File: config.mk
export PLATFORM = sky130hd
export DESIGN_NAME = rx_desc_dma
export DESIGN_NICKNAME = d
export VERILOG_FILES = /design/src/rtl/rxd_pkg.sv /design/src/rtl/rxd_packer.sv /design/src/rtl/rxd_ctrl.sv /design/src/rtl/rx_desc_dma.sv
export SDC_FILE = /design/constraint.sdc
export NUM_CORES = 1
export LEC_CHECK = 0
export BUFFER_PORTS_ARGS = -buffer_cell sky130_fd_sc_hd__buf_2
export CAP_MARGIN = 20
export CORE_AREA = 4 4 201 203
export CTS_CLUSTER_DIAMETER = 40
export CTS_CLUSTER_SIZE = 14
export DETAILED_ROUTE_END_ITERATION = 8
export DIE_AREA = 0 0 205 207
export SYNTH_ARGS = -nofsm -noshare
export SYNTH_HDL_FRONTEND = slang
export SYNTH_SLANG_ARGS = --single-unit
File: constraint.sdc
create_clock -name clk -period 2.8 [get_ports clk]
set_input_delay 0 -clock clk [delete_from_list [all_inputs] [get_ports clk]]
set_output_delay 0 -clock clk [all_outputs]
set_load 0.01 [all_outputs]
File: src/rtl/rxd_pkg.sv
package rxd_pkg;

    localparam int WORD_BYTES = 4;
    localparam int FILL_W     = 3;
    localparam int LEN_W      = 14;
    localparam int SIZE_W     = 11;

    // status word fields
    localparam int OWN_BIT   = 31;
    localparam int LEN_LSB   = 16;
    localparam int ERR_BIT   = 14;
    localparam int FIRST_BIT = 9;
    localparam int LAST_BIT  = 8;

    // control word fields
    localparam int SZ2_LSB   = 11;
    localparam int CHAIN_BIT = 24;
    localparam int EOR_BIT   = 25;
    localparam int NOIRQ_BIT = 31;

    localparam logic [31:0] DESC_STRIDE = 32'd16;

    typedef enum logic [2:0] {
        PS_STOPPED = 3'd0,
        PS_FETCH   = 3'd1,
        PS_WAIT    = 3'd3,
        PS_SUSP    = 3'd4,
        PS_CLOSE   = 3'd5,
        PS_XFER    = 3'd7
    } proc_e;

    typedef enum logic [2:0] {
        S_IDLE, S_FREQ, S_FRSP, S_ACC, S_WR, S_WBMID, S_CLOSE, S_DRAIN
    } fsm_e;

    typedef struct packed {
        logic              noirq;
        logic              eor;
        logic              chain;
        logic [SIZE_W-1:0] sz2;
        logic [SIZE_W-1:0] sz1;
    } ctl_t;

    typedef struct packed {
        logic [31:0] addr;
        logic        first;
        logic        noirq;
        logic [31:0] nxt;
    } wb_t;

    function automatic ctl_t decode_ctl(input logic [31:0] w);
        ctl_t c;
        c.noirq = w[NOIRQ_BIT];
        c.eor   = w[EOR_BIT];
        c.chain = w[CHAIN_BIT];
        c.sz2   = w[SZ2_LSB +: SIZE_W];
        c.sz1   = w[SIZE_W-1:0];
        return c;
    endfunction

    function automatic logic [31:0] next_desc(input logic [31:0] cur,
                                              input logic [31:0] base,
                                              input ctl_t        c,
                                              input logic [31:0] w3);
        if (c.eor)        return base;
        else if (c.chain) return w3;
        else              return cur + DESC_STRIDE;
    endfunction

    function automatic logic [31:0] status_word(input logic [LEN_W-1:0] len,
                                                input logic first,
                                                input logic last,
                                                input logic err);
        logic [31:0] w;
        w = '0;
        w[LEN_LSB +: LEN_W] = len;
        w[FIRST_BIT] = first;
        w[LAST_BIT]  = last;
        w[ERR_BIT]   = err;
        return w;
    endfunction

endpackage

File: src/rtl/rxd_packer.sv
module rxd_packer
    import rxd_pkg::*;
(
    input  logic                      clk,
    input  logic                      rst,
    input  logic                      push,
    input  logic                      clear,
    input  logic [7:0]                byte_in,
    output logic [WORD_BYTES*8-1:0]   word,
    output logic [FILL_W-1:0]         fill
);

    always_ff @(posedge clk) begin
        if (rst || clear) begin
            word <= '0;
            fill <= '0;
        end else if (push) begin
            word[{fill, 3'b000} +: 8] <= byte_in;
            fill <= fill + 1'b1;
        end
    end

endmodule

File: src/rtl/rxd_ctrl.sv
module rxd_ctrl
    import rxd_pkg::*;
#(
    parameter int FCS_BYTES = 4
) (
    input  logic              clk,
    input  logic              rst,
    input  logic [31:0]       base_addr,
    input  logic              rx_enable,
    input  logic              flush_on,
    input  logic              s_valid,
    input  logic [7:0]        s_data,
    input  logic              s_last,
    output logic              s_ready,
    output logic              mem_req_valid,
    input  logic              mem_req_ready,
    output logic              mem_req_write,
    output logic [31:0]       mem_req_addr,
    output logic [31:0]       mem_req_wdata,
    input  logic              mem_rsp_valid,
    input  logic [31:0]       mem_rsp_rdata,
    output logic [2:0]        state_o,
    output logic              irq_pulse,
    output logic              unavail_pulse,
    output logic [31:0]       cur_desc_o,
    output logic              pk_push,
    output logic              pk_clear,
    output logic [7:0]        pk_byte,
    input  logic [31:0]       pk_word,
    input  logic [FILL_W-1:0] pk_fill
);

    localparam int PAD_W = $clog2(FCS_BYTES + 1);

    fsm_e              st;
    proc_e             proc;
    ctl_t              ctl;
    wb_t               wb;
    logic [31:0]       cur_desc, desc_addr, w2, w3, wr_addr;
    logic              own, first_fetch, first_of_frame;
    logic              stream_done, frame_done, buf_sel, err;
    logic [1:0]        idx;
    logic [SIZE_W-1:0] space;
    logic [PAD_W-1:0]  pad_left;
    logic [LEN_W-1:0]  total;

    logic        stream_take, pad_take, last_byte, fetch_done;
    logic [31:0] start_ptr, nd;

    assign s_ready     = (st == S_ACC && !stream_done && space != '0) || st == S_DRAIN;
    assign stream_take = s_valid && s_ready;
    assign pad_take    = st == S_ACC && stream_done && space != '0 && pad_left != '0;
    assign last_byte   = pad_take && pad_left == PAD_W'(1);
    assign pk_push     = st == S_ACC && (stream_take || pad_take);
    assign pk_byte     = stream_done ? 8'h00 : s_data;
    assign pk_clear    = st == S_WR && mem_req_ready;
    assign fetch_done  = st == S_FRSP && mem_rsp_valid && idx == 2'd3;
    assign start_ptr   = (cur_desc == '0) ? base_addr : cur_desc;
    assign nd          = next_desc(desc_addr, base_addr, ctl, w3);

    assign unavail_pulse = fetch_done && first_fetch && !own;
    assign irq_pulse     = (st == S_CLOSE && mem_req_ready && !wb.noirq) || unavail_pulse;
    assign state_o       = proc;
    assign cur_desc_o    = cur_desc;

    always_comb begin
        mem_req_valid = 1'b0;
        mem_req_write = 1'b1;
        mem_req_addr  = '0;
        mem_req_wdata = '0;
        unique case (st)
            S_FREQ: begin
                mem_req_valid = 1'b1;
                mem_req_write = 1'b0;
                mem_req_addr  = desc_addr + {28'd0, idx, 2'b00};
            end
            S_WR: begin
                mem_req_valid = 1'b1;
                mem_req_addr  = wr_addr;
                mem_req_wdata = pk_word;
            end
            S_WBMID: begin
                mem_req_valid = 1'b1;
                mem_req_addr  = wb.addr;
                mem_req_wdata = status_word(total, wb.first, 1'b0, 1'b0);
            end
            S_CLOSE: begin
                mem_req_valid = 1'b1;
                mem_req_addr  = wb.addr;
                mem_req_wdata = status_word(total, wb.first, 1'b1, err);
            end
            default: ;
        endcase
    end

    always_ff @(posedge clk) begin
        if (rst) begin
            st             <= S_IDLE;
            proc           <= PS_STOPPED;
            ctl            <= '0;
            wb             <= '0;
            cur_desc       <= '0;
            desc_addr      <= '0;
            w2             <= '0;
            w3             <= '0;
            wr_addr        <= '0;
            own            <= 1'b0;
            first_fetch    <= 1'b0;
            first_of_frame <= 1'b0;
            stream_done    <= 1'b0;
            frame_done     <= 1'b0;
            buf_sel        <= 1'b0;
            err            <= 1'b0;
            idx            <= '0;
            space          <= '0;
            pad_left       <= '0;
            total          <= '0;
        end else begin
            unique case (st)
                S_IDLE: begin
                    if (!rx_enable) begin
                        proc <= PS_STOPPED;
                    end else if (s_valid) begin
                        cur_desc       <= start_ptr;
                        desc_addr      <= start_ptr;
                        first_fetch    <= 1'b1;
                        first_of_frame <= 1'b1;
                        stream_done    <= 1'b0;
                        frame_done     <= 1'b0;
                        pad_left       <= PAD_W'(FCS_BYTES);
                        total          <= '0;
                        err            <= 1'b0;
                        idx            <= '0;
                        proc           <= PS_FETCH;
                        st             <= S_FREQ;
                    end else if (proc == PS_STOPPED) begin
                        proc <= PS_WAIT;
                    end
                end
                S_FREQ: if (mem_req_ready) st <= S_FRSP;
                S_FRSP: if (mem_rsp_valid) begin
                    unique case (idx)
                        2'd0: own <= mem_rsp_rdata[OWN_BIT];
                        2'd1: ctl <= decode_ctl(mem_rsp_rdata);
                        2'd2: w2  <= mem_rsp_rdata;
                        default: w3 <= mem_rsp_rdata;
                    endcase
                    idx <= idx + 1'b1;
                    if (idx != 2'd3) begin
                        st <= S_FREQ;
                    end else if (first_fetch) begin
                        if (!own) begin
                            proc <= PS_SUSP;
                            st   <= S_DRAIN;
                        end else begin
                            wr_addr <= w2;
                            space   <= ctl.sz1;
                            buf_sel <= 1'b0;
                            proc    <= PS_XFER;
                            st      <= S_ACC;
                        end
                    end else if (own) begin
                        proc <= PS_XFER;
                        st   <= S_WBMID;
                    end else begin
                        err  <= !flush_on;
                        proc <= PS_CLOSE;
                        st   <= S_CLOSE;
                    end
                end
                S_ACC: begin
                    if (space == '0) begin
                        if (!buf_sel && !ctl.chain) begin
                            buf_sel <= 1'b1;
                            wr_addr <= w3;
                            space   <= ctl.sz2;
                        end else begin
                            wb             <= '{addr: desc_addr, first: first_of_frame,
                                                noirq: ctl.noirq, nxt: nd};
                            desc_addr      <= nd;
                            first_of_frame <= 1'b0;
                            first_fetch    <= 1'b0;
                            idx            <= '0;
                            proc           <= PS_FETCH;
                            st             <= S_FREQ;
                        end
                    end else if (stream_take || pad_take) begin
                        space <= space - 1'b1;
                        total <= total + 1'b1;
                        if (stream_take && s_last) stream_done <= 1'b1;
                        if (pad_take) pad_left <= pad_left - 1'b1;
                        if (pk_fill == FILL_W'(WORD_BYTES - 1) || space == SIZE_W'(1) || last_byte) begin
                            frame_done <= last_byte;
                            st         <= S_WR;
                        end
                    end
                end
                S_WR: if (mem_req_ready) begin
                    wr_addr <= wr_addr + 32'd4;
                    if (frame_done) begin
                        wb   <= '{addr: desc_addr, first: first_of_frame,
                                  noirq: ctl.noirq, nxt: nd};
                        proc <= PS_CLOSE;
                        st   <= S_CLOSE;
                    end else begin
                        st <= S_ACC;
                    end
                end
                S_WBMID: if (mem_req_ready) begin
                    wr_addr <= w2;
                    space   <= ctl.sz1;
                    buf_sel <= 1'b0;
                    st      <= S_ACC;
                end
                S_CLOSE: if (mem_req_ready) begin
                    cur_desc <= wb.nxt;
                    proc     <= PS_WAIT;
                    st       <= stream_done ? S_IDLE : S_DRAIN;
                end
                default: if (s_valid && s_last) st <= S_IDLE;
            endcase
        end
    end

endmodule

File: src/rtl/rx_desc_dma.sv
module rx_desc_dma
    import rxd_pkg::*;
#(
    parameter int FCS_BYTES = 4
) (
    input  logic        clk,
    input  logic        rst,
    input  logic [31:0] base_addr,
    input  logic        rx_enable,
    input  logic        flush_on,
    input  logic        s_valid,
    input  logic [7:0]  s_data,
    input  logic        s_last,
    output logic        s_ready,
    output logic        mem_req_valid,
    input  logic        mem_req_ready,
    output logic        mem_req_write,
    output logic [31:0] mem_req_addr,
    output logic [31:0] mem_req_wdata,
    input  logic        mem_rsp_valid,
    input  logic [31:0] mem_rsp_rdata,
    output logic [2:0]  state_o,
    output logic        irq_pulse,
    output logic        unavail_pulse,
    output logic [31:0] cur_desc_o
);

    logic              pk_push, pk_clear;
    logic [7:0]        pk_byte;
    logic [31:0]       pk_word;
    logic [FILL_W-1:0] pk_fill;

    rxd_ctrl #(.FCS_BYTES(FCS_BYTES)) u_ctrl (
        .clk           (clk),
        .rst           (rst),
        .base_addr     (base_addr),
        .rx_enable     (rx_enable),
        .flush_on      (flush_on),
        .s_valid       (s_valid),
        .s_data        (s_data),
        .s_last        (s_last),
        .s_ready       (s_ready),
        .mem_req_valid (mem_req_valid),
        .mem_req_ready (mem_req_ready),
        .mem_req_write (mem_req_write),
        .mem_req_addr  (mem_req_addr),
        .mem_req_wdata (mem_req_wdata),
        .mem_rsp_valid (mem_rsp_valid),
        .mem_rsp_rdata (mem_rsp_rdata),
        .state_o       (state_o),
        .irq_pulse     (irq_pulse),
        .unavail_pulse (unavail_pulse),
        .cur_desc_o    (cur_desc_o),
        .pk_push       (pk_push),
        .pk_clear      (pk_clear),
        .pk_byte       (pk_byte),
        .pk_word       (pk_word),
        .pk_fill       (pk_fill)
    );

    rxd_packer u_packer (
        .clk     (clk),
        .rst     (rst),
        .push    (pk_push),
        .clear   (pk_clear),
        .byte_in (pk_byte),
        .word    (pk_word),
        .fill    (pk_fill)
    );

endmodule

==> flow_summary.json <==
{
  "root_buffer": "clkbuf_16",
  "synthesis.nets": 2370,
  "io_pins": 184,
  "synth_area_sq_um": 17290,
  "multi_input_area_sq_um": 9879,
  "status": "finished, final reports clean",
  "p_per_area_nw_per_um2": 912.1,
  "yosys.area.top_type": "dfxtp_1",
  "grt_pass1_vias": 17292,
  "power_frac_seq_pct": 28.5,
  "clkSlewWorstSetupHoldPaths_ns": 0.05,
  "final-hold-violation-count": 0,
  "nFillCells": 3656,
  "yosysWarnings": 0,
  "cp.arrival_ns": 2.78,
  "fmax_ghz": 0.3603,
  "finalPower_w": 0.01985,
  "slowest_delay_ns": 0.54,
  "regArea_sq_um": 6580,
  "row_count": 72,
  "ir_drop_mv": 1.454,
  "clock_latency_ns": 0.59,
  "cp.required_ns": 2.80,
  "synthCells": 2270,
  "via_per_inst": 5.992,
  "grt_use_met1_pct": 42.69,
  "ant_nets": 0,
  "die_h_microns": 207,
  "cts_buffer_depth": 3,
  "antenna_found_initial": 0,
  "ys_seq_elements": 328,
  "r2r_end": "u_ctrl.space[1]",
  "crit_start": "u_ctrl.desc_addr[23]",
  "wl_per_cell_microns": 22.32,
  "use_met3_pct": 5.708,
  "synth_top_area_share_pct": 37.99,
  "nNetsFinal": 2598,
  "track_usage_pct": 30.65,
  "ys_async_sr_fraction_pct": 0,
  "area_growth_pct": 25.88,
  "worstHoldPathType": "in2reg",
  "cap_violations": 0,
  "setup_tns_ns": 0,
  "tightest_slew_ns": 0.8896,
  "grt-busiest-layer": "met2",
  "cts_tree": "yes",
  "p_sw_w": 0.007833,
  "grt_first_pass_wirelength_microns": 103600,
  "dieWidth_microns": 205,
  "hold_depth": 5,
  "drive_above_1_share_pct": 17.89,
  "end_kind": "output port",
  "clkPwrFrac_pct": 34.0,
  "netlist_top_cells_area": "dfxtp_1 38%, nand2_1 8.6%, a21oi_1 7.9%, nor2_1 4.4%, o21ai_0 2.8%",
  "worstHoldStart": "s_valid",
  "portBuffers": 183,
  "maxSlewViolCount": 0,
  "htreeDepth": 2,
  "rr_worst_depth": 8,
  "drtPass1Iterations": 5,
  "whs_endpoint": "u_ctrl.st[1]",
  "critPathKind": "reg2out",
  "p_leak_nw": 8.201,
  "r2r_start": "u_ctrl.st[0]",
  "dieArea_sq_um": 42440,
  "slowest_stage": "dfxtp_1",
  "holdWs_ns": 0.06190,
  "switching_share_pct": 39.46,
  "numCtsBuffers": 54,
  "synth-main-ff-cell": "dfxtp_1",
  "fin_skew_ns": 0.01260,
  "internal_power_w": 0.01202,
  "min_period_ns": 2.775,
  "use_met2_pct": 47.93,
  "coreArea_sq_um": 38470,
  "clock-sinks": 328,
  "hpwl_microns": 48380,
  "path_cells": "nand4_1, nor4_1, buf_4, nand3_1, nor2_1, xnor2_1, o21ai_0, buf_2",
  "avgSynthCellArea_sq_um": 7.615,
  "place_congestion": 0.9394,
  "totalWireLength_microns": 68310,
  "start_util_pct": 44.94,
  "crit_path_start_kind": "register",
  "reg2reg_slack_ns": 0.10,
  "synth_cell_types": 84,
  "vias": 18341,
  "period_share_pct": 99.12,
  "drt_iter0_markers": 2032,
  "antennaDiodeCount": 0,
  "p_comb_share_pct": 37.6,
  "synth-seq-area-share_pct": 37.99,
  "grt_max_degree": 68,
  "rsz0062_at_grt": "yes",
  "synth_edf_count": 0,
  "setup_violations": 0,
  "route.detailed.drc": 0,
  "crit_fanout": 7,
  "maxSlewHeadroom_pct": 40.63,
  "grt_remaining_overflow": 0
}
## Yosys cell counts, types with 22 or more instances
library cell and n:
mux2i_1 41, xor2_1 22, nor2_1 201, xnor2_1 35, a22o_1 33, and2_1 35, a22oi_1 53, nor4_1 26
dfxtp_1 328, o21ai_0 98, nand2_1 396, nand3_1 53, a21o_1 31, clkbuf_1 128, nor3_1 67, buf_2 46
inv_1 44, a211oi_1 45, a21oi_1 272
## area by class of cell
class	instances	share of cell area, %
Multi-Input combinational cell	1704	45.40
Sequential cell	328	30.24
Timing Repair Buffer	365	12.10
Clock buffer	60	6.595
Tap cell	518	2.979
Clock inverter	41	1.903
Inverter	45	0.7763
## flip-flops by register name (all words and copies together) (netlist names), 2 cells and up
| signal | flops |
|---|---|
| u_ctrl.space | 11 |
| u_ctrl.cur_desc_o | 32 |
| u_ctrl.total | 14 |
| u_packer.word | 32 |
| u_ctrl.wr_addr | 32 |
| u_ctrl.st | 3 |
| u_ctrl.idx | 2 |
| u_ctrl.ctl | 25 |
| u_ctrl.state_o | 3 |
| u_ctrl.wb | 66 |
| u_ctrl.pad_left | 3 |
| u_ctrl.desc_addr | 32 |
| u_packer.fill | 3 |
| u_ctrl.w2 | 32 |
| u_ctrl.w3 | 32 |
## worst max path at each step
| stage | endpoint | slack (ns) | depth (start not counted) |
|---|---|---|---|
| floorplan | u_packer.word[4] | 0.34 | 7 |
| global placement | u_ctrl.desc_addr[17] | 0.07 | 6 |
| detailed placement | u_ctrl.desc_addr[17] | 0.01 | 6 |
| CTS | mem_req_addr[26] | 0.002 | 6 |
| global route | mem_req_addr[11] | -0.002 | 7 |
| finish | mem_req_addr[29] | 0.02 | 8 |
## critical path: cells and delay by family (launching register included)
kind | cells | cell delay, ns
xor gates and xnor gates | 1 | 0.08
AOI/OAI and AO/OA | 1 | 0.31
and+or+nand+nor | 4 | 0.85
DFF | 1 | 0.54
buffers and inverters | 2 | 0.40
## through the flow
stage | area, sq um | utilization [%] | std cells | setup slack, ns
6_report | 21760 | 56.57 | 3061 | 0.02455
5_1_grt | 21760 | 56.57 | 3061 | -0.001975
4_1_cts | 21680 | 56.37 | 3059 | 0.001530
3_5_place_dp | 18970 | 49.31 | 2876 | 0.01478
3_3_place_gp | 18970 | 49.31 | 2876 | 0.06934
2_1_floorplan | 17290 | - | 2270 | 0.3418
## cells in the final DEF, fill, tap and decap left out, types with 13 or more instances in the layout
cell           synthesis  layout
nand2_1              396     394
dfxtp_1              328     317
a21oi_1              272     269
nor2_1               201     197
buf_2                 46     182
buf_4                  3      90
o21ai_0               98      86
dlygate4sd3_1          0      79
nor3_1                67      66
clkbuf_16              0      55
a22oi_1               53      53
nand3_1               53      52
a211oi_1              45      45
inv_1                 44      44
mux2i_1               41      41
and2_1                35      34
xnor2_1               35      34
a22o_1                33      33
a21o_1                31      31
nor4_1                26      22
xor2_1                22      22
a31oi_1               20      20
nand4_1               19      19
a311oi_1              19      19
ha_1                  19      17
o211ai_1              14      14
o21ai_1                2      13
o31ai_1               13      13
## per-layer routing
layer | vias to the layer above | wire, microns
li1 | 8596 | -
met1 | 8754 | 28800
met5 | - | 0
met2 | 864 | 30800
met3 | 127 | 6462
met4 | 0 | 2252
## repair_timing
action / CTS / global route
gates resized for setup: 26 / 23
hold endpoints to repair: 246 / 0
pin swaps: 2 / 4
setup endpoints to repair: 24 / 35
hold buffers: 79 / 0
buffers inserted: 3 / 2
## kinds of logic (layout without fill, tap and decap cells)
family,after synthesis,count (layout),synth area share [%]
flops,328,328,37.99
buf+inv,238,511,5.660
simple gates,879,879,23.08
xor+xnor,57,57,2.888
compound gates,702,702,26.19
fa+ha+maj,20,20,1.491
mux,46,46,2.700
## power by group through the flow
stage | clock [W] | sequential, W | combinational [W]
final | 0.00674 | 0.00565 | 0.00746
after global routing | 0.00703 | 0.00569 | 0.00800
after CTS | 0.00682 | 0.00562 | 0.00735
after detailed placement | 0 | 0.00571 | 0.00721
after global placement | 0 | 0.00571 | 0.00716
after floorplan | 0 | 0.00548 | 0.00486
(Power assumes the default switching activity.)
